## src/rtl/wdt_pkg.sv

```systemverilog
package wdt_pkg;
  typedef enum logic [1:0] {
    REG_CTRL  = 2'd0,
    REG_RLD   = 2'd1,
    REG_COUNT = 2'd2,
    REG_NONE  = 2'd3
  } reg_sel_e;

  localparam int BIT_RUN    = 0;
  localparam int BIT_IRQ_EN = 1;
  localparam int BIT_RST_EN = 2;
  localparam int SEL_LSB    = 3;
endpackage

```

## src/rtl/wdt_divider.sv

```systemverilog
module wdt_divider #(
  parameter int PRE_W    = 8,
  parameter int DIV_BASE = 16,
  parameter int SEL_W    = 2
) (
  input  logic             clk,
  input  logic             rst,
  input  logic             run,
  input  logic             restart,
  input  logic [PRE_W-1:0] pre,
  input  logic [SEL_W-1:0] sel,
  output logic             tick
);
  localparam int DIV_W = $clog2(DIV_BASE) + (1 << SEL_W) - 1;

  logic [PRE_W-1:0] pre_cnt;
  logic [DIV_W-1:0] div_cnt;
  logic [DIV_W-1:0] div_lim;
  logic             pre_wrap;
  logic             div_wrap;

  assign div_lim  = DIV_W'((DIV_BASE << sel) - 1);
  assign pre_wrap = (pre_cnt >= pre);
  assign div_wrap = (div_cnt >= div_lim);
  assign tick     = run && !restart && pre_wrap && div_wrap;

  always_ff @(posedge clk) begin
    if (rst || !run || restart) begin
      pre_cnt <= '0;
      div_cnt <= '0;
    end else if (pre_wrap) begin
      pre_cnt <= '0;
      div_cnt <= div_wrap ? '0 : div_cnt + 1'b1;
    end else begin
      pre_cnt <= pre_cnt + 1'b1;
    end
  end
endmodule

```

## src/rtl/wdt_countdown.sv

```systemverilog
module wdt_countdown #(
  parameter int          CNT_W    = 16,
  parameter logic [15:0] CNT_INIT = 16'h8000
) (
  input  logic             clk,
  input  logic             rst,
  input  logic             tick,
  input  logic             load_we,
  input  logic [CNT_W-1:0] load_val,
  input  logic [CNT_W-1:0] reload_val,
  output logic [CNT_W-1:0] cnt,
  output logic             expire
);
  assign expire = tick && !load_we && (cnt <= CNT_W'(1));

  always_ff @(posedge clk) begin
    if (rst)          cnt <= CNT_W'(CNT_INIT);
    else if (load_we) cnt <= load_val;
    else if (expire)  cnt <= reload_val;
    else if (tick)    cnt <= cnt - 1'b1;
  end
endmodule

```

## src/rtl/wdt_stretch.sv

```systemverilog
module wdt_stretch #(
  parameter int WIDTH = 128
) (
  input  logic clk,
  input  logic rst,
  input  logic trig,
  output logic pulse
);
  localparam int CW = (WIDTH > 2) ? $clog2(WIDTH) : 1;

  logic [CW-1:0] left;

  always_ff @(posedge clk) begin
    if (rst) begin
      left  <= '0;
      pulse <= 1'b0;
    end else if (trig) begin
      left  <= CW'(WIDTH - 1);
      pulse <= 1'b1;
    end else begin
      pulse <= (left != '0);
      if (left != '0) left <= left - 1'b1;
    end
  end
endmodule

```

## src/rtl/wdog_timer.sv

```systemverilog
module wdog_timer #(
  parameter int          CNT_W      = 16,
  parameter int          PRE_W      = 8,
  parameter int          DIV_BASE   = 16,
  parameter int          SEL_W      = 2,
  parameter int          RST_CYCLES = 128,
  parameter logic [15:0] CNT_INIT   = 16'h8000
) (
  input  logic             clk,
  input  logic             rst,
  input  logic             bus_we,
  input  logic [1:0]       bus_addr,
  input  logic [CNT_W-1:0] bus_wdata,
  output logic [CNT_W-1:0] bus_rdata,
  output logic             irq_o,
  output logic             wdt_rst_o
);
  import wdt_pkg::*;

  logic [CNT_W-1:0] ctrl_q;
  logic [CNT_W-1:0] rld_q;
  logic [CNT_W-1:0] cnt_q;
  logic             tick;
  logic             expire;
  logic             cnt_we;
  logic             run;
  logic             irq_en;
  logic             rst_en;
  reg_sel_e         sel_addr;

  assign sel_addr = reg_sel_e'(bus_addr);
  assign cnt_we   = bus_we && (sel_addr == REG_COUNT);
  assign run      = ctrl_q[BIT_RUN];
  assign irq_en   = ctrl_q[BIT_IRQ_EN];
  assign rst_en   = ctrl_q[BIT_RST_EN];

  always_ff @(posedge clk) begin
    if (rst) begin
      ctrl_q <= '0;
      rld_q  <= CNT_W'(CNT_INIT);
    end else if (bus_we) begin
      if (sel_addr == REG_CTRL) ctrl_q <= bus_wdata;
      if (sel_addr == REG_RLD)  rld_q  <= bus_wdata;
    end
  end

  wdt_divider #(.PRE_W(PRE_W), .DIV_BASE(DIV_BASE), .SEL_W(SEL_W)) u_div (
    .clk     (clk),
    .rst     (rst),
    .run     (run),
    .restart (cnt_we),
    .pre     (ctrl_q[CNT_W-1 -: PRE_W]),
    .sel     (ctrl_q[SEL_LSB +: SEL_W]),
    .tick    (tick)
  );

  wdt_countdown #(.CNT_W(CNT_W), .CNT_INIT(CNT_INIT)) u_cnt (
    .clk        (clk),
    .rst        (rst),
    .tick       (tick),
    .load_we    (cnt_we),
    .load_val   (bus_wdata),
    .reload_val (rld_q),
    .cnt        (cnt_q),
    .expire     (expire)
  );

  wdt_stretch #(.WIDTH(RST_CYCLES)) u_pulse (
    .clk   (clk),
    .rst   (rst),
    .trig  (expire && rst_en),
    .pulse (wdt_rst_o)
  );

  always_ff @(posedge clk) begin
    if (rst) irq_o <= 1'b0;
    else     irq_o <= expire && irq_en;
  end

  always_ff @(posedge clk) begin
    if (rst) begin
      bus_rdata <= '0;
    end else begin
      case (sel_addr)
        REG_CTRL:  bus_rdata <= ctrl_q;
        REG_RLD:   bus_rdata <= rld_q;
        REG_COUNT: bus_rdata <= cnt_q;
        default:   bus_rdata <= '0;
      endcase
    end
  end
endmodule

```

## config.mk

```make
export PLATFORM = sky130hd
export DESIGN_NAME = wdog_timer
export DESIGN_NICKNAME = d
export VERILOG_FILES = /design/src/rtl/wdt_pkg.sv /design/src/rtl/wdt_divider.sv /design/src/rtl/wdt_countdown.sv /design/src/rtl/wdt_stretch.sv /design/src/rtl/wdog_timer.sv
export SDC_FILE = /design/constraint.sdc
export NUM_CORES = 1
export LEC_CHECK = 0
export BUFFER_PORTS_ARGS = -buffer_cell sky130_fd_sc_hd__buf_2
export CORE_MARGIN = 3
export CORE_UTILIZATION = 50
export DETAILED_ROUTE_END_ITERATION = 10
export PLACE_DENSITY = 0.69
export SLEW_MARGIN = 20
export SYNTH_ARGS = -nofsm -noshare
export SYNTH_HDL_FRONTEND = slang
export SYNTH_HIERARCHICAL = 1
export SYNTH_SLANG_ARGS = --single-unit
```

## constraint.sdc

```tcl
create_clock -name clk -period 3.98 [get_ports clk]
set_clock_uncertainty 0.15 [all_clocks]
set_input_delay 0 -clock clk [delete_from_list [all_inputs] [get_ports clk]]
set_output_delay 0 -clock clk [all_outputs]
set_load 0.005 [all_outputs]
```

==> qor.yml, run 1 <==
initial_utilization: 0.516
maxSlewHeadroom: 0.395
grt_max_degree: 49
design_area_sq_um: 5390
crit_end: "u_pulse/left[1]"
synth_nets: 568
crit_path_cell_trace: "inv_1, ha_1, nand2b_4, a2111oi_4, o31ai_2, buf_4, and4b_2, nor4b_1, o2111ai_1, nor2_1, and2_1, or4_1, mux2i_1, nor3_1"
synthesis.instances: 530
core_sq_um: 9280
yosys-top-cells-count: "dfxtp_1, mux2i_1, nand2b_1"
drive_gt1_frac: 0.132
drt_wl_total_mm: 11.5
ys_dominant_reg_cell: "dfxtp_1"
h-tree-depth: 3
synth-edff-count: 0
final_max_slew_viol_count: 0
synth-compound-area-share: 0.154
drc: 0
synth_adder_area_share: 0.0444
setup_ws_ns: 0.580
root_buffer: "clkbuf_8"
maxCapViolations: 0
synthArstFlopShare: 0
dieWidth_microns: 104
synth_top_cell_by_area: "dfxtp_1"
critPathRequiredTime_ns: 4.06
utilization: 0.580
muxShareOfSynthArea: 0.117
overflow: 0
wl_per_cell_microns: 16.4
setup_viol: 0
synth_cell_type_count: 64
reg2reg_slack_ns: 0.58
min_from: "bus_addr[0]"
worst_setup_path_end_kind: "flop"
clock_latency_ns: 0.36
drt_first_pass_iters: 5
dpl_worst_slack_ns: 0.602
clkTransAtPathRegs_ns: 0.08
antenna_found_initial: 0
cp-start-kind: "flop"
rr_endpoint: "u_pulse/left[1]"
power.density_nw_per_um2: 382
rows: 35
area_delta_synth_final_pct: 12.5
grt_pass1_wl_mm: 19.4
synth-seq-cells: 88
status: "completed"
cts_tree: "yes"
p_total_mw: 2.06
port_buffers: 38
ys_seq_area_frac: 0.368
fp.dieH_microns: 104
synthesis.area_sq_um: 4790
crit_arrival_ns: 3.48
hold_ws_ns: 0.0330
path_class: "reg2reg"
cts_sinks: 88
yosysMostFrequentCell: "dfxtp_1"
ioPinCount: 39
cts-buffers-inserted: 9
cp_max_fo: 11
dpl_cell_area_sq_um: 5030
synth-simple-area-share: 0.241
fin_crit_sh: 0.854
worstMarginPinSlew_ns: 0.906
synth_top_family_by_area: "simple AND/OR/NAND/NOR gates"
yosysWarnings: 6
rsz0062_at_grt: "no"
max_stage_delay_ns: 0.44
synth-xor-area-share: 0.0201
vdd_drop_max_v: 0.000187
via_per_inst: 5.71
clockBufferDepth: 2
r2r-start: "u_div/pre_cnt[0]"
hold_viol: 0
crit_path_top_delay_cell: "or4_1"
synthTopCellsByArea: "dfxtp_1, mux2i_1, nand2b_1"
synth_top_area_frac: 0.368
ant_nets: 0
hold_path_class: "in2reg"
min_period_ns: 3.40
grt_pass1_vias: 3915
leakagePower_nw: 2.19
tns_ns: 0
final_cells: 703
num_vias: 4014
cts_resized: 0
dieArea_sq_um: 10800
place_inst: 671
syn_avg_cell_area_sq_um: 9.04
grt_use_total: 0.218
r2r_cells: 14
startpoint: "u_div/pre_cnt[0]"
antenna_cells: 0
post-dp-hpwl_mm: 8.04
finalNetCount: 609
drtIter0Drc: 206
clock.fmax_mhz: 294
gp_congestion: 0.870
## layout by cell type, fill, tap and decap left out, types with 4 or more instances in the layout
master / count
dfxtp_1: 88
mux2i_1: 56
nand2b_1: 52
nor2_1: 40
buf_2: 38
inv_1: 26
a21oi_1: 20
dlygate4sd3_1: 18
o22ai_1: 17
ha_1: 17
nand2_1: 15
nor3_1: 15
nand3_1: 14
o21ai_0: 13
nor3b_1: 10
clkbuf_8: 9
a211oi_1: 9
buf_4: 8
nand4_1: 7
o21a_1: 6
xor2_1: 6
xnor2_1: 5
a31oi_1: 5
o32ai_1: 4
or4_1: 4
nor2b_1: 4
a32o_1: 4
and3_1: 4
## state kept, by name, indices dropped and copies added, names as in the netlist
signal	count
bus_rdata	16
ctrl_q	16
rld_q	16
u_cnt/cnt	16
u_div/pre_cnt	8
u_div/div_cnt	7
u_pulse/left	7
irq_o	1
u_pulse/pulse	1
## cells by family after synthesis
| family | Yosys count |
|---|---|
| compound gates | 104 |
| xor+xnor | 11 |
| fa+ha+maj | 17 |
| buf+inv | 60 |
| flops | 88 |
| mux | 56 |
| simple gates | 194 |
## critical path: cells and delay by family, from the launching register on
kind	cells	cell delay, ns
AO/OA/AOI/OAI	3	0.71
adder cells (fa/ha/maj)	1	0.27
buffers and inverters	2	0.23
flip-flops	1	0.37
multiplexers	1	0.14
AND/OR/NAND/NOR	7	1.41
## final cells by class
cell class,instances,area (sq um)
fillers,832,3890
multi-input cells,382,2760
flip-flops and latches,88,1760
repair buffers,64,430
well taps,129,161
clock buffers,11,131
inverters,26,97.6
clock inverters,3,45.0
## power by group
group          switching (mW)  internal, mW
sequential             0.0695         0.938
clock                   0.305         0.284
combinational           0.243         0.218
total                   0.618          1.44
## worst min-delay path by stage
stage / end / cells past startpoint
after floorplan: u_cnt/cnt[2] / 1
after global placement: u_cnt/cnt[2] / 2
after detailed placement: u_cnt/cnt[2] / 2
after CTS: rld_q[0] / 3
after global routing: rld_q[1] / 3
final: rld_q[0] / 3
## what timing repair did
action                    CTS  global route
hold endpoints to repair   48             0
hold buffers               18             0
buffers inserted            0             0
## per-layer routing
layer	track usage	vias up	routed length, microns
li1	-	1991	-
met1	0.294	1884	5310
met2	0.344	115	5360
met3	0.0379	24	568
met4	0.0940	0	285
met5	0	-	0
Note: power is estimated with default switching activity, not from simulation.
==> run 2, diff against run 1 <==
--- a/config.mk
+++ b/config.mk
@@ -8,8 +8,9 @@
 export BUFFER_PORTS_ARGS = -buffer_cell sky130_fd_sc_hd__buf_2
 export CORE_MARGIN = 3
 export CORE_UTILIZATION = 50
+export CTS_CLUSTER_SIZE = 40
 export DETAILED_ROUTE_END_ITERATION = 10
-export PLACE_DENSITY = 0.69
+export PLACE_DENSITY = 0.68
 export SLEW_MARGIN = 20
 export SYNTH_ARGS = -nofsm -noshare
 export SYNTH_HDL_FRONTEND = slang
==> run 2 against run 1 <==
Net effect:
- total power up 6.8%
- via count shrank 0.27%
- maximum frequency grew 0.16%
- utilization is 0.96 points higher
- flip-flop and latch count is the same
- routed wire length shrank 1.3%
- clock power is 25% higher
- non-clock buffer count is 4 higher
- global-route usage decreased by 0.67 points
- critical path type unchanged
- critical endpoint is now u_cnt/cnt[1]
- largest cell class unchanged
- largest power group unchanged
==> qor.yml, run 2 (synthesis results as in run 1) <==
cp_max_fo: 22  # was 11
utilization: 0.590  # was 0.580
path_class: "reg2reg"  # unchanged
port_buffers: 38  # unchanged
cts-buffers-inserted: 9  # unchanged
post_cts_buffers: 0  # unchanged
fp.dieH_microns: 104  # unchanged
routed.top_layer: "met4"  # unchanged
clockBufferDepth: 2  # unchanged
worstMarginPinSlew_ns: 0.803  # was 0.906 ns
dpl_worst_slack_ns: 0.624  # was 0.602 ns
clock.fmax_mhz: 295  # was 294 MHz
ant_nets: 0  # unchanged
critPathRequiredTime_ns: 4.09  # was 4.06 ns
cts_tree: "yes"  # unchanged
clkTransAtPathRegs_ns: 0.09  # was 0.08 ns
overflow: 0  # unchanged
h-tree-depth: 3  # unchanged
final_cells: 708  # was 703
fillers: 850  # was 832
ioPinCount: 39  # unchanged
drtIter0Drc: 171  # was 206
drive_gt1_frac: 0.142  # was 0.132
dieArea_sq_um: 10800  # unchanged
max_stage_delay_ns: 0.53  # was 0.44 ns
worst_setup_path_end_kind: "flop"  # unchanged
setup_viol: 0  # unchanged
grt_max_degree: 48  # was 49
post-dp-hpwl_mm: 7.98  # was 8.04 mm
setup_ws_ns: 0.585  # was 0.580 ns
num_vias: 4003  # was 4014
via_per_inst: 5.65  # was 5.71
status: "completed"  # unchanged
wl_per_cell_microns: 16.1  # was 16.4 microns
wl_met1_mm: 5.30  # was 5.31 mm
hold_path_class: "in2reg"  # unchanged
tns_ns: 0  # unchanged
dieWidth_microns: 104  # unchanged
rows: 35  # unchanged
leakagePower_nw: 2.24  # was 2.19 nW
grt_use_total: 0.211  # was 0.218
gp_congestion: 0.893  # was 0.870
crit_arrival_ns: 3.50  # was 3.48 ns
clock_latency_ns: 0.36  # about the same
seqCellArea_sq_um: 1760  # unchanged
crit_path_top_delay_cell: "or4_4"  # was or4_1
initial_utilization: 0.516  # unchanged
drc: 0  # unchanged
place_inst: 674  # was 671
vdd_drop_max_v: 0.000236  # was 0.000187 V
maxSlewHeadroom: 0.465  # was 0.395
antenna_found_initial: 0  # unchanged
grt_pass1_wl_mm: 18.7  # was 19.4 mm
min_period_ns: 3.39  # was 3.40 ns
final_max_slew_viol_count: 0  # unchanged
maxCapViolations: 0  # unchanged
layout_common_cells: "dfxtp_1, mux2i_1, nand2b_1"  # unchanged
hold_ws_ns: 0.0154  # was 0.0330 ns
wl_met3_microns: 542  # was 568 microns
crit_path_cell_trace: "inv_1, ha_1, nand4_1, o21ai_0, and2_1, and4b_2, buf_4, nor2b_1, o2111ai_1, or4_4, mux2i_1, a311oi_1"  # was inv_1, ha_1, nand2b_4, a2111oi_4, o31ai_2, buf_4, and4b_2, nor4b_1, o2111ai_1, nor2_1, and2_1, or4_1, mux2i_1, nor3_1
root_buffer: "clkbuf_8"  # unchanged
multiInputGateArea_sq_um: 2760  # unchanged
finalNetCount: 613  # was 609
rsz0062_at_grt: "no"  # unchanged
drt_wl_total_mm: 11.4  # was 11.5 mm
power.density_nw_per_um2: 401  # was 382 nW/um^2
antenna_cells: 0  # unchanged
cp-start-kind: "flop"  # unchanged
core_sq_um: 9280  # unchanged
fin_crit_sh: 0.853  # was 0.854
grt_pass1_vias: 3797  # was 3915
drt_first_pass_iters: 4  # was 5
cts_sinks: 88  # unchanged
final_common_cell: "dfxtp_1"  # unchanged
routed-wl-met2_mm: 5.32  # was 5.36 mm
hold_viol: 0  # unchanged
area_delta_synth_final_pct: 14.3  # was 12.5%
-- run 2: cell count changes in the layout (fill, tap and decap cells not counted), sizes merged --
cell | before | now
buf | 46 | 49
clkinv | 0 | 3
bufinv | 1 | 3
clkbuf | 11 | 9
clkinvlp | 2 | 0
dlygate4sd3 | 18 | 19
-- run 2: layer usage --
layer  up-vias  global-route usage
li1       2007                   -
met1      1870               0.283
met5         -                   0
met2       112               0.341
met4         0              0.0788
met3        14              0.0385
-- run 2: what timing repair did --
item | 4_1_cts | 5_1_grt
gates resized for setup | 0 | 0
hold buffers | 19 | 0
hold endpoints to repair | 48 | 0
-- run 2: final timing paths --
| kind | cells past startpoint | slack, ns | to | startpoint |
|---|---|---|---|---|
| worst max-delay path | 12 | 0.59 | u_cnt/cnt[1] | ctrl_q[4] |
| worst max register to register | 12 | 0.59 | u_cnt/cnt[1] | ctrl_q[4] |
| worst min-delay path | 2 | 0.02 | u_pulse/pulse | rst |
| worst min register to register | 1 | 0.32 | u_div/pre_cnt[0] | u_div/pre_cnt[0] |
-- run 2: power by group --
part	total, mW	switching (mW)	internal, mW	leakage, nW
combinational	0.454	0.235	0.218	1.41
clock	0.734	0.322	0.413	0.119
sequential	1.01	0.0702	0.938	0.715
total	2.20	0.628	1.57	2.24
-- run 2: area by class of cell --
| class | count | area share |
|---|---|---|
| multi-input cells | 382 | 0.504 |
| flip-flops and latches | 88 | 0.322 |
| repair buffers | 68 | 0.0845 |
| well taps | 129 | 0.0295 |
| clock buffers | 9 | 0.0226 |
| clock inverters | 6 | 0.0199 |
| inverters | 26 | 0.0178 |
-- run 2: per-stage QoR --
stage	cell area [sq um]	power (mW)
floorplan	4790	1.37
global placement	5050	1.45
detailed placement	5050	1.46
CTS	5480	2.21
global route	5480	2.30
finish	5480	2.20
-- run 2: critical path, delay by kind of cell (launching register included) --
family                   cells  cell delay, ns
AND/OR/NAND/NOR              5            1.30
AO/OA/AOI/OAI                3            0.67
flip-flops                   1            0.40
buffers and inverters        2            0.32
adder cells (fa/ha/maj)      1            0.30
multiplexers                 1            0.16
